File: src/rtl/tmr_irq_pkg.sv
package tmr_irq_pkg;
  localparam int unsigned NSRC      = 4;
  localparam int unsigned DATA_W    = 8;
  localparam int unsigned ADDR_W    = 2;
  localparam int unsigned ADDR_STAT = 0;
  localparam int unsigned ADDR_EN   = 1;
  localparam int unsigned ADDR_CTRL = 2;
  localparam int unsigned CTRL_FLAG = 0;
  localparam int unsigned CTRL_MASK = 1;
  localparam int unsigned CTRL_PR0  = 2;
  localparam int unsigned CTRL_PR1  = 3;
endpackage

File: src/rtl/tmr_irq_status.sv
module tmr_irq_status #(
  parameter int unsigned NSRC = 4
) (
  input  logic            clk_i,
  input  logic            rst_ni,
  input  logic [NSRC-1:0] evt_i,
  input  logic            st_wr_i,
  input  logic            en_wr_i,
  input  logic [NSRC-1:0] wdata_i,
  output logic [NSRC-1:0] status_o,
  output logic [NSRC-1:0] enable_o,
  output logic            comb_o
);
  logic [NSRC-1:0] status_q, enable_q;

  for (genvar i = 0; i < NSRC; i++) begin : g_src
    // event beats a software clear in the same cycle
    always_ff @(posedge clk_i or negedge rst_ni) begin
      if (!rst_ni)               status_q[i] <= 1'b0;
      else if (evt_i[i])         status_q[i] <= 1'b1;
      else if (st_wr_i && !wdata_i[i]) status_q[i] <= 1'b0;
    end

    always_ff @(posedge clk_i or negedge rst_ni) begin
      if (!rst_ni)      enable_q[i] <= 1'b0;
      else if (en_wr_i) enable_q[i] <= wdata_i[i];
    end
  end

  assign status_o = status_q;
  assign enable_o = enable_q;
  assign comb_o   = |(status_q & enable_q);
endmodule

File: src/rtl/tmr_irq_req.sv
module tmr_irq_req (
  input  logic       clk_i,
  input  logic       rst_ni,
  input  logic       comb_i,
  input  logic       ctrl_wr_i,
  input  logic [3:0] ctrl_wdata_i,
  input  logic       ack_i,
  output logic [3:0] ctrl_o,
  output logic       irq_o,
  output logic [1:0] irq_prio_o
);
  import tmr_irq_pkg::*;

  logic       comb_q, rise;
  logic       flag_q, mask_q;
  logic [1:0] prio_q;

  always_ff @(posedge clk_i or negedge rst_ni) begin
    if (!rst_ni) comb_q <= 1'b0;
    else         comb_q <= comb_i;
  end

  assign rise = comb_i & ~comb_q;

  always_ff @(posedge clk_i or negedge rst_ni) begin
    if (!rst_ni)        flag_q <= 1'b0;
    else if (rise)      flag_q <= 1'b1;
    else if (ctrl_wr_i) flag_q <= ctrl_wdata_i[CTRL_FLAG];
    else if (ack_i)     flag_q <= 1'b0;
  end

  always_ff @(posedge clk_i or negedge rst_ni) begin
    if (!rst_ni) begin
      mask_q <= 1'b0;
      prio_q <= 2'b00;
    end else if (ctrl_wr_i) begin
      mask_q <= ctrl_wdata_i[CTRL_MASK];
      prio_q <= {ctrl_wdata_i[CTRL_PR1], ctrl_wdata_i[CTRL_PR0]};
    end
  end

  assign ctrl_o     = {prio_q, mask_q, flag_q};
  assign irq_o      = flag_q & ~mask_q;
  assign irq_prio_o = prio_q;
endmodule

File: src/rtl/tmr_irq_agg.sv
module tmr_irq_agg
  import tmr_irq_pkg::*;
#(
  parameter int unsigned DW = DATA_W,
  parameter int unsigned AW = ADDR_W
) (
  input  logic          clk_i,
  input  logic          rst_ni,
  input  logic          evt_cmpa_i,
  input  logic          evt_cmpb_i,
  input  logic          evt_unf_i,
  input  logic          evt_ovf_i,
  input  logic          wr_en_i,
  input  logic [AW-1:0] addr_i,
  input  logic [DW-1:0] wdata_i,
  output logic [DW-1:0] rdata_o,
  input  logic          ack_i,
  output logic          irq_o,
  output logic [1:0]    irq_prio_o
);
  localparam logic [AW-1:0] A_ST = AW'(ADDR_STAT);
  localparam logic [AW-1:0] A_EN = AW'(ADDR_EN);
  localparam logic [AW-1:0] A_CT = AW'(ADDR_CTRL);

  logic [NSRC-1:0] evt_w, status_w, enable_w;
  logic            comb_w;
  logic [3:0]      ctrl_w;

  assign evt_w = {evt_ovf_i, evt_unf_i, evt_cmpb_i, evt_cmpa_i};

  tmr_irq_status #(.NSRC(NSRC)) u_status (
    .clk_i    (clk_i),
    .rst_ni   (rst_ni),
    .evt_i    (evt_w),
    .st_wr_i  (wr_en_i && addr_i == A_ST),
    .en_wr_i  (wr_en_i && addr_i == A_EN),
    .wdata_i  (wdata_i[NSRC-1:0]),
    .status_o (status_w),
    .enable_o (enable_w),
    .comb_o   (comb_w)
  );

  tmr_irq_req u_req (
    .clk_i        (clk_i),
    .rst_ni       (rst_ni),
    .comb_i       (comb_w),
    .ctrl_wr_i    (wr_en_i && addr_i == A_CT),
    .ctrl_wdata_i (wdata_i[3:0]),
    .ack_i        (ack_i),
    .ctrl_o       (ctrl_w),
    .irq_o        (irq_o),
    .irq_prio_o   (irq_prio_o)
  );

  always_comb begin
    rdata_o = '0;
    unique case (addr_i)
      A_ST:    rdata_o[NSRC-1:0] = status_w;
      A_EN:    rdata_o[NSRC-1:0] = enable_w;
      A_CT:    rdata_o[3:0]      = ctrl_w;
      default: rdata_o = '0;
    endcase
  end
endmodule

File: config.mk
export PLATFORM = sky130hd
export DESIGN_NAME = tmr_irq_agg
export DESIGN_NICKNAME = d
export VERILOG_FILES = /design/src/rtl/tmr_irq_pkg.sv /design/src/rtl/tmr_irq_status.sv /design/src/rtl/tmr_irq_req.sv /design/src/rtl/tmr_irq_agg.sv
export SDC_FILE = /design/constraint.sdc
export NUM_CORES = 1
export LEC_CHECK = 0
export CAP_MARGIN = 10
export CORE_MARGIN = 4
export CORE_UTILIZATION = 40
export CTS_CLUSTER_DIAMETER = 200
export DETAILED_ROUTE_END_ITERATION = 10
export PLACE_DENSITY = 0.77
export SLEW_MARGIN = 25
export SYNTH_ARGS = -nofsm -noshare
export SYNTH_HDL_FRONTEND = slang
export SYNTH_SLANG_ARGS = --single-unit
File: constraint.sdc
create_clock -name clk_i -period 2.25 [get_ports clk_i]
set_input_delay 0.5625 -clock clk_i [delete_from_list [all_inputs] [get_ports clk_i]]
set_output_delay 0.5625 -clock clk_i [all_outputs]
set_load 0.005 [all_outputs]
## Yosys cells after proc, flatten, opt, wreduce, memory -nomap -nowiden

Cells that the tools add are included.

- ROM bits: 0
- Memory bits (writable): 0
- Bits in registers: 13
- Output and inout bits: 11
- Memories: 0
- Bits in latches: 0

- Divide/modulo/power cells: 0
- Reductions and logical operators: 18
- Magnitude comparators: 0
- $mul: 0
- Muxes and demuxes: 12
- Shift-type cells: 0
- Bitwise logic cells: 5
- Add/sub/neg operators: 0
- Eq/ne operators: 2

Operator list:

| operator | count |
|---|---|
| 4-bit case mux with 3 select lines | 1 |
| 1-bit 2-to-1 mux | 11 |
| 2-bit nonzero test | 4 |
| 1-bit logical AND | 7 |
| 4-bit AND | 1 |
| 1-bit zero test | 4 |
| 4-bit OR reduction | 1 |
| 3-bit nonzero test | 1 |
| 1-bit AND | 2 |
| 2-bit by 1-bit equality test with 1-bit output (second input constant) | 1 |
| 2-bit equality test (second input constant) | 1 |
| 2-bit zero test | 1 |
| 1-bit NOT | 2 |

## Depth between registers and ports, before layout

Gate-level depths: netlist of the first run.

- Depth in word-level cells: 5
- Mapped depth: 4
- Depth with buffers taken out: 3

## Modules after synthesis

A second synthesis of the first run with hierarchy kept.

- Cells, all modules: 57
- Area total of the unflattened synthesis: 688.2 µm²

Modules (own cells, without submodules):

| module | cells each | instances | area an instance (µm²) |
|---|---|---|---|
| tmr_irq_status | 23 | 1 | 319.1 |
| tmr_irq_req | 16 | 1 | 216.5 |
| tmr_irq_agg | 18 | 1 | 152.6 |

## Worst setup path after synthesis of the first run

OpenSTA, ideal clock, no wires.

- Path kind: input port to output port
- From: input port addr_i[0]
- To: output port rdata_o[0]
- Arrival time: 1042 ps
- Stages on the path: 4
- Path buffers: 1
- Path slack: 646 ps
- Cell sequence: buf_6 > and2b_2 > nand2_1 > o21ai_0

- Longest elaborated chain between the ends: 2
- Elaborated cells between the ends (all ways): 4
- Those cells by class: 2 x eq/ne; 1 x mux; 1 x reduce/logical

Ends and longest elaborated chain:

| what | line | text |
|---|---|---|
| from (decl) | tmr_irq_agg.sv:14 | `input logic [AW-1:0] addr_i,` |
| 2-bit equality test, or another cell as far along | tmr_irq_agg.sv:57 | `unique case (addr_i)` |
| 4-bit case mux with 3 select lines (*) | tmr_irq_agg.sv:57 |  |
| to (decl) | tmr_irq_agg.sv:16 | `output logic [DW-1:0] rdata_o,` |

Every way passes the cells marked *; elsewhere a longest branch is shown, timed or not.

## Worst setup path in the final report of the first run

- From: input port addr_i[1]
- To: output port rdata_o[1]

Same word-level chain as after synthesis.

==> results of run 1 <==
state kept, by name, summed over array words and instances, names as in the netlist:
name / cells
u_req.flag_q: 1
u_status.enable_o: 4
u_req.mask_q: 1
u_status.status_o: 4
u_req.irq_prio_o: 2
u_req.comb_q: 1
metrics by stage:
stage	util, %	worst slack, ps
after floorplan	-	646
after global placement	57.9	-349
after detailed placement	57.9	-323
after CTS	59.2	55.8
after global routing	59.2	0.529
final	59.2	67.9
worst paths after layout:
kind,startpoint,endpoint,slack [ps],cells after the start
max,addr_i[1],rdata_o[1],70,5
min,u_status.status_o[0]$_DFFE_PN0P_,u_status.status_o[0]$_DFFE_PN0P_,530,2
max reg2reg,u_status.status_o[3]$_DFFE_PN0P_,u_req.flag_q$_DFFE_PN0P_,1050,3
min reg2reg,u_status.status_o[0]$_DFFE_PN0P_,u_status.status_o[0]$_DFFE_PN0P_,530,2
max in group asynchronous,rst_ni,u_status.enable_o[0]$_DFFE_PN0P_,1200,1
min in group asynchronous,rst_ni,u_status.status_o[2]$_DFFE_PN0P_,670,1
cell usage after synthesis:
cell and instances:
nor2_1 1, inv_1 2, o21ai_0 4, a311o_1 1, buf_4 4, conb_1 1, o21ai_1 3, nand2b_1 4
and2b_2 1, nor2b_1 1, a22oi_1 2, nand3b_4 1, mux2i_1 4, mux2_2 7, nand2_1 5, or3b_4 1
dfrtp_1 13, o21ai_2 1, buf_6 1, nand3b_1 1, a21oi_1 1
tightest hold or removal path, stage by stage (launching register included):
cell      delay, ps
dfrtp_1         370
o21ai_1          70
nand2b_1         60
kinds of logic after synthesis:
logic type | share of synthesized area, %
AOI/OAI and AO/OA | 11.0
and+or+nand+nor | 15.1
DFF | 48.4
muxes | 17.7
other | 0.558
buffers and inverters | 7.26
where the power goes:
| group | switching, mW | internal, mW |
|---|---|---|
| Combinational | 0.0504 | 0.0918 |
| Clock | 0.0719 | 0.0686 |
| Sequential | 0.0251 | 0.267 |
what timing repair did:
item                                    in CTS  in global routing
resized for setup                            5                  0
hold endpoints to repair                     0                  0
endpoints found under the setup margin       4                  0
buffers inserted                             0                  0
per-layer routing:
layer	global-route usage, %	up-vias	routed length [um]
met1	15.7	246	627
li1	-	251	-
met5	0	-	0
met3	3.67	0	109
met4	6.73	0	0
met2	17.0	19	570
final cells by class:
type / count / area share (%)
Tap cell: 16 / 2.19
Sequential cell: 13 / 35.7
Timing Repair Buffer: 24 / 24.6
Multi-Input combinational cell: 42 / 33.9
Clock buffer: 4 / 2.88
Inverter: 2 / 0.823
==> qor.yml, run 1 <==
status: "complete, no violations"
yosysUniqueCellTypes: 21
crit_required_ps: 1690
grt_first_pass_wirelength_um: 2170
cp_slowest_stage_delay_ps: 420
synth-seq-cells: 13
yosysSeqAreaShare_pct: 48.4
final_common_cell: "clkdlybuf4s50_1"
tritoncts.num_buffers: 3
irDropWorstVdd_v: 0.000427
rsz0062_at_grt: "false"
synthCells: 59
netlist.area_leader.share_pct: 48.4
min_period_ps: 2180
fmax_mhz: 458
antenna_found_initial: 0
die_area_sq_um: 2400
hold_viol_final: 0
crit_family: "buffers and inverters"
syn-cell-area_sq_um: 672
slew-limit-headroom_pct: 60.3
finClkSkew_ps: 0.430
regArea_sq_um: 325
drt.antenna.violating_nets: 0
yosys-top-cells-area: "dfrtp_1 (48%), mux2_2 (12%), mux2i_1 (6.0%), buf_4 (4.5%), nand2b_1 (3.7%)"
cts_tree: "yes"
io_pins: 29
routed_wl_um: 1310
leakagePower_nw: 0.407
syn_to_final_growth_pct: 35.8
design_area_sq_um: 912
cp_num_buf_inv: 2
layout.cells.non_filler: 101
diodes: 0
place.gp.congestion: 0.791
drc: 0
first_pass_iters: 2
place_area_sq_um: 892
grt_overflow_total: 0
multiInputGateArea_sq_um: 309
fin_tns_setup_ps: 0
cts_num_sinks: 13
cp-end-kind: "primary output"
start_util_pct: 43.6
total_power_mw: 0.575
avgSynthCellArea_sq_um: 11.4
drive_gt1_share_pct: 21.2
cts.path.max_buffers: 2
min_path_type: "reg2reg"
tightest_slew_ps: 593
numPortBuffers: 20
core_area_sq_um: 1540
dieHeight_um: 49.0
num_vias: 516
clk_latency_ps: 270
power_density_nw_per_um2: 630
yosysTopAreaCell: "dfrtp_1"
hold_buffers: 0
finalCritPeriodShare_pct: 97.0
worst_setup_path_start_kind: "input port"
layout_common_cells: "clkdlybuf4s50_1 (15), dfrtp_1 (13), mux2_2 (7), nand2_1 (5), dlygate4sd2_1 (5)"
slowest_stage: "clkdlybuf4s50_1"
drtIter0Drc: 1
dp_cells: 97
track_usage_pct: 11.9
drv_cap: 0
nNetsFinal: 104
clk_pin_slew_ps: 80
std_cell_rows: 14
yosysWarnings: 0
fp.dieW_um: 49.0
critPathArrivalTime_ps: 1620
slew_violations: 0
cts_root_buf: "clkbuf_4"
viasPerCell: 5.11
setup_viol: 0
holdWs_ps: 530
dp_hpwl_um: 1050
grt_max_degree: 14
crit_type: "in2out"
worstPathCellList: "clkdlybuf4s50_1 > and2b_2 > nand2_1 > o21ai_0 > dlygate4sd2_1"
h-tree-depth: 1
cp_max_fo: 4
wl_per_cell_um: 12.9
n_fill_cell: 146
grt_pass1_vias: 508
Note: power is estimated with default switching activity, not from simulation.
==> run 2, diff against run 1 <==
--- a/config.mk
+++ b/config.mk
@@ -7,11 +7,12 @@
 export LEC_CHECK = 0
 export CAP_MARGIN = 10
 export CORE_MARGIN = 4
-export CORE_UTILIZATION = 40
+export CORE_UTILIZATION = 37
 export CTS_CLUSTER_DIAMETER = 200
 export DETAILED_ROUTE_END_ITERATION = 10
-export PLACE_DENSITY = 0.77
+export PLACE_DENSITY = 0.72
 export SLEW_MARGIN = 25
 export SYNTH_ARGS = -nofsm -noshare
 export SYNTH_HDL_FRONTEND = slang
+export SYNTH_HIERARCHICAL = 1
 export SYNTH_SLANG_ARGS = --single-unit
==> constraint.sdc (replaced) <==
create_clock -name clk_i -period 2.25 [get_ports clk_i]
set_input_delay 0.45 -clock clk_i [delete_from_list [all_inputs] [get_ports clk_i]]
set_output_delay 0.45 -clock clk_i [all_outputs]
set_load 0.005 [all_outputs]
==> qor.yml, run 2 <==
syn-cell-area_sq_um: 688
yosysWarnings: 6
drv_cap: 0
cts_tree: "yes"
h-tree-depth: 1
routed_wl_um: 1350
avgSynthCellArea_sq_um: 12.1
grt_first_pass_wirelength_um: 2290
setup_viol: 0
slew-limit-headroom_pct: 61.7
wl_per_cell_um: 12.8
fin_ws_ps: 166
fmax_mhz: 480
synth_edf_count: 0
drt.antenna.violating_nets: 0
drtIter0Drc: 4
power_density_nw_per_um2: 618
irDropWorstVdd_v: 0.000339
std_cell_rows: 15
drc: 0
min_period_ps: 2080
diodes: 0
cp_slowest_stage_delay_ps: 410
hp-start: "u_status/status_o[1]$_DFFE_PN0P_"
fp.dieW_um: 51.1
slowest_stage: "clkdlybuf4s50_1"
place.gp.congestion: 0.767
finClkSkew_ps: 5.76
dieHeight_um: 51.1
layout_common_cells: "clkdlybuf4s50_1 (16), dfrtp_1 (13)"
hold_buffers: 0
synth_ff_type: "dfrtp_1"
regArea_sq_um: 325
multiInputGateArea_sq_um: 303
worstPathCellList: "clkdlybuf4s50_1 > buf_6 > nor2b_4 > buf_4 > o2bb2ai_1 > dlygate4sd2_1"
final_common_cell: "clkdlybuf4s50_1"
finalCritPeriodShare_pct: 92.6
hold_viol_final: 0
first_pass_iters: 4
crit_required_ps: 1800
r2r-start: "u_status/status_o[0]$_DFFE_PN0P_"
grt_overflow_total: 0
status: "complete, no violations"
critPathArrivalTime_ps: 1630
core_area_sq_um: 1750
clk_latency_ps: 280
yosysUniqueCellTypes: 18
slew_violations: 0
pre_cts_ws_ps: -48.8
clk_pin_slew_ps: 80
leakagePower_nw: 0.406
num_vias: 490
grt_pass1_vias: 503
fin_tns_setup_ps: 0
crit_type: "in2out"
numPortBuffers: 20
track_usage_pct: 11.8
cp_max_fo: 7
cts_num_sinks: 13
netlist.area_leader.share_pct: 47.3
cp-end-kind: "primary output"
start_util_pct: 39.4
r2r_slack_ps: 1120
yosysSeqAreaShare_pct: 47.3
synth-seq-cells: 13
synthCells: 57
tritoncts.num_buffers: 3
yosys-top-cells-area: "dfrtp_1 (47%), buf_4 (9.8%), mux2_1 (6.5%), mux2i_1 (5.8%), o2bb2ai_1 (5.1%)"
total_power_mw: 0.575
syn_to_final_growth_pct: 35.1
yosysMostFrequentCell: "dfrtp_1"
cts.path.max_buffers: 2
yosysTopAreaCell: "dfrtp_1"
dp_hpwl_um: 1040
nNetsFinal: 99
io_pins: 29
antenna_found_initial: 0
grt_max_degree: 14
tightest_slew_ps: 573
async_flop_share_pct: 100
drive_gt1_share_pct: 15.0
min_path_type: "reg2reg"
yosys-top-cells-count: "dfrtp_1 (13), buf_4 (9)"
crit_start: "addr_i[1]"
n_fill_cell: 160
worst_setup_path_start_kind: "input port"
die_area_sq_um: 2610
fin_util_pct: 53.3
rsz0062_at_grt: "false"
viasPerCell: 4.67
cts_root_buf: "clkbuf_4"
[run 2: cell count changes after synthesis, moves of 3 or more]
cell / previous run / this run
o2bb2ai_1: 0 / 4
a21o_1: 0 / 4
mux2_1: 0 / 4
buf_4: 4 / 9
o21ai_1: 3 / 0
nand2_1: 5 / 1
o21ai_0: 4 / 0
mux2_2: 7 / 3
[run 2: kinds of logic after synthesis]
| logic type | count (synthesis) | share of synthesized area (%) |
|---|---|---|
| compound gates | 11 | 13.1 |
| buf+inv | 10 | 10.4 |
| flops | 13 | 47.3 |
| mux | 11 | 17.3 |
| other cells | 1 | 0.545 |
| simple gates | 11 | 11.5 |
[run 2: per-layer routing]
metal	part of all wire [%]	global-route usage (%)	up-vias
met5	0	0	-
met4	1.9	5.38	0
met3	7.1	2.62	3
met2	42	17.6	18
met1	49	16.1	230
li1	-	-	239
[run 2: per-stage QoR]
| stage | std cells | hold WS, ps | cell area, sq um |
|---|---|---|---|
| after global routing | 105 | 549 | 930 |
| after detailed placement | 100 | 501 | 893 |
| after CTS | 105 | 520 | 927 |
| final | 105 | 524 | 930 |
| after floorplan | 60 | 154 | 699 |
| after global placement | 100 | 496 | 893 |
[run 2: power by group]
group / switching [mW] / internal [mW] / leakage (nW)
clock network: 0.0737 / 0.0687 / 0.0150
logic: 0.0486 / 0.0935 / 0.250
registers: 0.0236 / 0.267 / 0.142
total: 0.146 / 0.429 / 0.406
[run 2: cell type report]
cell class / instances / area share [%]
Timing Repair Buffer: 25 / 25.8
Multi-Input combinational cell: 37 / 32.6
Inverter: 1 / 0.404
Tap cell: 25 / 3.36
Sequential cell: 13 / 35.0
Clock buffer: 4 / 2.83
[run 2: path summary, 6_finish.rpt]
| check | cells after the start | end |
|---|---|---|
| max | 6 | rdata_o[1] |
| min | 1 | u_status/status_o[1]$_DFFE_PN0P_ |
| max reg2reg | 3 | u_req/flag_q$_DFFE_PN0P_ |
| min reg2reg | 1 | u_status/status_o[1]$_DFFE_PN0P_ |
| max in group asynchronous | 1 | u_req/irq_prio_o[1]$_DFFE_PN0P_ |
| min in group asynchronous | 1 | u_req/mask_q$_DFFE_PN0P_ |
[run 2: worst max-delay path, delay by kind of cell]
family	cells	cell delay, ps
buffers and inverters	4	940
and+or+nand+nor	1	130
AOI/OAI and AO/OA	1	110
[run 2: what timing repair did]
item / in CTS / in global routing
setup endpoints to repair: 4 / 1
buffers inserted: 1 / 0
gates cloned: 0 / 0
gates resized for setup: 4 / 1
pin swaps: 0 / 0
